===== src/rtl/raster_irq_pkg.sv =====
package raster_irq_pkg;
    typedef enum logic {
        S_IDLE = 1'b0,
        S_PEND = 1'b1
    } irq_state_e;
endpackage


===== src/rtl/rirq_target_reg.sv =====
module rirq_target_reg #(
    parameter int ADDR_W = 16,
    parameter int LINE_W = 8,
    parameter logic [ADDR_W-1:0] TARGET_ADDR = 16'h6800
) (
    input  logic              clk,
    input  logic              rst_n,
    input  logic              wr_en,
    input  logic [ADDR_W-1:0] addr,
    input  logic [LINE_W-1:0] wdata,
    output logic [LINE_W-1:0] target
);
    always_ff @(posedge clk or negedge rst_n) begin
        if (!rst_n)
            target <= '0;
        else if (wr_en && addr == TARGET_ADDR)
            target <= wdata;
    end
endmodule


===== src/rtl/rirq_line_counter.sv =====
module rirq_line_counter #(
    parameter int LINE_W = 8
) (
    input  logic              clk,
    input  logic              rst_n,
    input  logic              hsync,
    input  logic              vsync,
    output logic [LINE_W-1:0] line
);
    localparam logic [LINE_W-1:0] FIRST_LINE = LINE_W'(1);

    always_ff @(posedge clk or negedge rst_n) begin
        if (!rst_n)
            line <= FIRST_LINE;
        else if (vsync)
            line <= FIRST_LINE;
        else if (hsync)
            line <= line + LINE_W'(1);
    end
endmodule


===== src/rtl/rirq_legacy_counter.sv =====
module rirq_legacy_counter #(
    parameter int CNT_W  = 6,
    parameter int PERIOD = 52
) (
    input  logic clk,
    input  logic rst_n,
    input  logic enable,
    input  logic hsync,
    input  logic clr_top,
    output logic hit
);
    localparam logic [CNT_W-1:0] LAST = CNT_W'(PERIOD - 1);

    logic [CNT_W-1:0] cnt;
    logic [CNT_W-1:0] cnt_nxt;

    assign hit = enable && hsync && (cnt == LAST);

    always_comb begin
        cnt_nxt = cnt;
        if (enable && hsync)
            cnt_nxt = (cnt == LAST) ? '0 : cnt + CNT_W'(1);
        if (clr_top)
            cnt_nxt[CNT_W-1] = 1'b0;
    end

    always_ff @(posedge clk or negedge rst_n) begin
        if (!rst_n)
            cnt <= '0;
        else
            cnt <= cnt_nxt;
    end
endmodule


===== src/rtl/raster_irq_gen.sv =====
module raster_irq_gen
    import raster_irq_pkg::*;
#(
    parameter int ADDR_W = 16,
    parameter int LINE_W = 8,
    parameter logic [ADDR_W-1:0] TARGET_ADDR = 16'h6800,
    parameter int LEGACY_CNT_W = 6,
    parameter int LEGACY_PERIOD = 52
) (
    input  logic              clk,
    input  logic              rst_n,
    input  logic              wr_en,
    input  logic [ADDR_W-1:0] addr,
    input  logic [LINE_W-1:0] wdata,
    input  logic              hsync,
    input  logic              vsync,
    input  logic              irq_ack,
    output logic              irq
);
    logic [LINE_W-1:0] target;
    logic [LINE_W-1:0] line;
    logic              legacy_mode;
    logic              legacy_hit;
    logic              compare_hit;
    logic              fire;

    irq_state_e state_q;
    irq_state_e state_d;

    rirq_target_reg #(
        .ADDR_W      (ADDR_W),
        .LINE_W      (LINE_W),
        .TARGET_ADDR (TARGET_ADDR)
    ) u_target (
        .clk    (clk),
        .rst_n  (rst_n),
        .wr_en  (wr_en),
        .addr   (addr),
        .wdata  (wdata),
        .target (target)
    );

    rirq_line_counter #(
        .LINE_W (LINE_W)
    ) u_lines (
        .clk   (clk),
        .rst_n (rst_n),
        .hsync (hsync),
        .vsync (vsync),
        .line  (line)
    );

    assign legacy_mode = (target == '0);

    rirq_legacy_counter #(
        .CNT_W  (LEGACY_CNT_W),
        .PERIOD (LEGACY_PERIOD)
    ) u_legacy (
        .clk     (clk),
        .rst_n   (rst_n),
        .enable  (legacy_mode),
        .hsync   (hsync),
        .clr_top (irq_ack && legacy_mode),
        .hit     (legacy_hit)
    );

    // Line end compare; a frame start in the same cycle suppresses it.
    assign compare_hit = !legacy_mode && hsync && !vsync && (line == target);
    assign fire        = compare_hit || legacy_hit;

    always_comb begin
        state_d = state_q;
        unique case (state_q)
            S_IDLE: if (fire)              state_d = S_PEND;
            S_PEND: if (irq_ack && !fire)  state_d = S_IDLE;
            default:                       state_d = S_IDLE;
        endcase
    end

    always_ff @(posedge clk or negedge rst_n) begin
        if (!rst_n)
            state_q <= S_IDLE;
        else
            state_q <= state_d;
    end

    always_comb begin
        unique case (state_q)
            S_PEND:  irq = 1'b1;
            default: irq = 1'b0;
        endcase
    end
endmodule


===== config.mk =====
export PLATFORM = sky130hd
export DESIGN_NAME = raster_irq_gen
export DESIGN_NICKNAME = d
export VERILOG_FILES = /design/src/rtl/raster_irq_pkg.sv /design/src/rtl/rirq_target_reg.sv /design/src/rtl/rirq_line_counter.sv /design/src/rtl/rirq_legacy_counter.sv /design/src/rtl/raster_irq_gen.sv
export SDC_FILE = /design/constraint.sdc
export NUM_CORES = 1
export LEC_CHECK = 0
export ABC_AREA = 1
export BUFFER_PORTS_ARGS = -buffer_cell sky130_fd_sc_hd__buf_2
export CORE_MARGIN = 5
export CORE_UTILIZATION = 54
export DETAILED_ROUTE_END_ITERATION = 16
export PLACE_DENSITY_LB_ADDON = 0.15
export SYNTH_ARGS = -nofsm -noshare
export SYNTH_HDL_FRONTEND = slang
export SYNTH_HIERARCHICAL = 1
export SYNTH_SLANG_ARGS = --single-unit

===== constraint.sdc =====
create_clock -name clk -period 1.5 [get_ports clk]
set_input_delay 0.075 -clock clk [delete_from_list [all_inputs] [get_ports clk]]
set_output_delay 0.075 -clock clk [all_outputs]
set_load 0.005 [all_outputs]

==> results.txt <==
Setup Crit Path Kind: flip-flop to flip-flop
Final std cells w/o fill: 274
Count of final max-slew check failures: 0
Count of H-tree levels built during CTS: 1
Setup crit end kind: flip-flop
Total routing usage reported by global routing: 14.9%
Highest clock rate: 725 MHz
Post-synthesis cell type count: 26
Latest clock arrival within the worst-skew pair: 0.31 ns
Predominant post-synthesis flop cell: sky130_fd_sc_hd__dfrtp_1
Clock skew after layout: 0.00426 ns
Post-route fraction of the period consumed by the critical path: 91.9%
First-pass GRT wire length: 4940 um
Share of the synthesized area in the top cell type: 37.2%
Async S/R FF share, synth: 100%
Synthesized-area fraction occupied by ao, oa, aoi and oai cells: 3.72%
Number of buffers between clock root and the deepest sink: 2
Clock tree from TritonCTS: built
Total clock sinks: 23
Most numerous cell in the Yosys netlist: sky130_fd_sc_hd__nand2_1
Final HPWL DP: 2230 um
Xor/xnor share of the synthesized area: 2.96%
Area delta synth->final: 16.7%
Via count: 1,317
Detailed Route Iter0 Violations: 56
Arrival time of the worst setup path: 1.63 ns
Crit path required time: 1.75 ns
Main combinational cell family by area after synthesis: simple AND/OR/NAND/NOR gates
Antenna diodes: 0
Fillcell total: 252
Max-capacitance violation count: 0
Placeable Area: 0.00269 mm2
Total global routing overflow: 0
Width of the die: 62.4 um
EDFF count, synth: 0
Worst-margin pin slew: 0.512 ns
Total routed wirelength: 2870 um
Clock tree root buffer cell: sky130_fd_sc_hd__clkbuf_4
Leading cell types by total area after synthesis: sky130_fd_sc_hd__dfrtp_1 37%, sky130_fd_sc_hd__nand2_1 15%, sky130_fd_sc_hd__inv_1 7.9%
Top cell type by total area after synthesis: sky130_fd_sc_hd__dfrtp_1
Kind of launch point of the worst setup path: flip-flop
IO buf count: 30
Power per unit of standard cell area: 766 mW/mm2
Drt pass-1 iters: 4
Fraction of synthesized area in multiplexers: 0%
Syn nets: 237
Tmin final: 1.38 ns
Outcome: finished clean
Die H: 62.4 um
Row Count: 19
Gate count of the mapped netlist: 205
Clk pin slew, worst setup/hold paths: 0.13 ns
Number of global-route vias before repair: 1,155
Fraction of the mapped netlist area in adder cells: 1.69%
Final setup fails: 0
Slew margin rel.: 65.9%
Ratio of cells with drive above 1 in the final layout: 23.9%
Number of clock buffers inserted by TritonCTS: 3
Via density per instance: 4.81
Synth Area per Inst: 7.23 um2
Setup repair after global routing missed its margin: true
Initial Util: 55.1%
# nets final: 276
Critical path peak fanout: 5
DRC violations left: 0
Antenna violations before repair: 0
Total Power Consumption: 1.32 mW
Count of synthesis-stage warnings from yosys: 6
Maximum number of pins on one net before global-route repair: 24
Total of flip-flops plus latches after synthesis: 23
Final hold violation count: 0
Sequential fraction of the synthesis area: 38.9%
Max IR drop VDD: 0.559 mV
DIE AREA: 0.00389 mm2
Post-synthesis cell area: 0.00148 mm2
Final GP Congestion: 0.809
Leak Pwr: 0.937 nW
Top cells by count, synth: 61 x sky130_fd_sc_hd__nand2_1, 31 x sky130_fd_sc_hd__inv_1, 27 x sky130_fd_sc_hd__nor2_1, 22 x sky130_fd_sc_hd__dfrtp_1, 12 x sky130_fd_sc_hd__nand4_1
Min-delay worst type: input port to flip-flop
Synthesized-area fraction occupied by and/or/nand/nor cells: 43.6%
Remaining antenna violation count after routing: 0
Drt wl/cell: 10.5 um
Number of ports placed on the die boundary: 31
Total placed cells including tap cells: 265
[metrics by stage]
stage          hold WS, ns  utilization, %  instance area (um2)  setup WS, ns  setup TNS [ns]
2_1_floorplan       -0.221               -                 1480         0.262               0
3_3_place_gp        0.0820            61.9                 1660         0.191               0
3_5_place_dp        0.0852            61.9                 1660         0.153               0
4_1_cts            0.00699            63.3                 1700         0.126               0
5_1_grt             0.0181            64.4                 1730       -0.0310         -0.0723
6_report            0.0128            64.4                 1730         0.121               0
[path summary, 6_finish.rpt]
| kind | start | endpoint | slack (ns) | depth (start not counted) |
|---|---|---|---|---|
| max | u_target/target[7]$_DFFE_PN0P_ | u_legacy/cnt[5]$_DFFE_PN0P_ | 0.12 | 9 |
| min | wdata[2] | u_target/target[2]$_DFFE_PN0P_ | 0.01 | 3 |
| max reg2reg | u_target/target[7]$_DFFE_PN0P_ | u_legacy/cnt[5]$_DFFE_PN0P_ | 0.12 | 9 |
| min reg2reg | state_q$_DFF_PN0_ | state_q$_DFF_PN0_ | 0.53 | 2 |
| max in group asynchronous | rst_n | u_lines/line[0]$_DFFE_PN1P_ | 0.89 | 2 |
| min in group asynchronous | rst_n | u_lines/line[4]$_DFFE_PN0P_ | 0.25 | 2 |
[power by group]
part / switching [mW] / total, mW / internal, mW / leakage [nW]
combinational: 0.136 / 0.261 / 0.125 / 0.615
clock: 0.186 / 0.290 / 0.104 / 0.0150
sequential: 0.0903 / 0.774 / 0.683 / 0.308
[cell families after synthesis]
| group | Yosys count |
|---|---|
| and+or+nand+nor | 130 |
| buffers and inverters | 34 |
| DFF | 23 |
| AOI/OAI and AO/OA | 11 |
| xor gates and xnor gates | 5 |
| adders and majority gates | 2 |
[layout by cell type (no fill, tap or decap), types with 2 or more instances in the layout]
cell type                  instances
sky130_fd_sc_hd__xnor2_1           2
sky130_fd_sc_hd__buf_4             5
sky130_fd_sc_hd__nand2_2           2
sky130_fd_sc_hd__nor2_2            5
sky130_fd_sc_hd__nor2_4            2
sky130_fd_sc_hd__o21ai_0           3
sky130_fd_sc_hd__nand3_1          11
sky130_fd_sc_hd__nand4_1          12
sky130_fd_sc_hd__nand2_1          61
sky130_fd_sc_hd__inv_1            30
sky130_fd_sc_hd__o21ai_1           2
sky130_fd_sc_hd__nand3_2           3
sky130_fd_sc_hd__buf_2            30
sky130_fd_sc_hd__dfrtp_1          22
sky130_fd_sc_hd__a21oi_1           6
sky130_fd_sc_hd__ha_1              2
sky130_fd_sc_hd__nor2_1           27
sky130_fd_sc_hd__xor2_1            3
sky130_fd_sc_hd__inv_2             2
sky130_fd_sc_hd__clkbuf_4          3
[state kept, by name, summed over array words and instances (netlist names)]
register / count
u_lines/line: 8
u_target/target: 8
u_legacy/cnt: 6
state_q: 1
[routing by layer]
layer / share of wire (%) / wire (um) / track usage, % / vias to the layer above
li1: - / - / - / 719
met1: 47 / 1350 / 21.1 / 567
met3: 4.9 / 142 / 1.98 / 2
met5: 0 / 0 / 0 / -
met2: 47 / 1350 / 23.6 / 29
met4: 0.66 / 19 / 4.77 / 0
[cell type report]
class	instances	area [um2]	share of cell area, %
Multi-Input combinational cell	148	769	44.5
Sequential cell	23	577	33.4
Timing Repair Buffer	36	198	11.4
Inverter	32	120	6.95
Tap cell	31	38.8	2.24
Clock buffer	4	26.3	1.52
[timing repair]
item                                   CTS  global route
endpoints found under the hold margin   22             0
gates resized for setup                  0             1
setup endpoints to repair                0             2
setup buffers                            0             4
hold buffers                             1             0
[worst max-delay path, stage by stage, from the launching register on]
cell	delay, ns
sky130_fd_sc_hd__dfrtp_1	0.43
sky130_fd_sc_hd__nor2_1	0.11
sky130_fd_sc_hd__nand2_1	0.10
sky130_fd_sc_hd__nor2_2	0.15
sky130_fd_sc_hd__nand2_2	0.11
sky130_fd_sc_hd__nor2_2	0.15
sky130_fd_sc_hd__nand2_1	0.07
sky130_fd_sc_hd__nand2_1	0.06
sky130_fd_sc_hd__nand2_1	0.05
sky130_fd_sc_hd__nor2_1	0.09
Power figures use the tool's default switching activity.
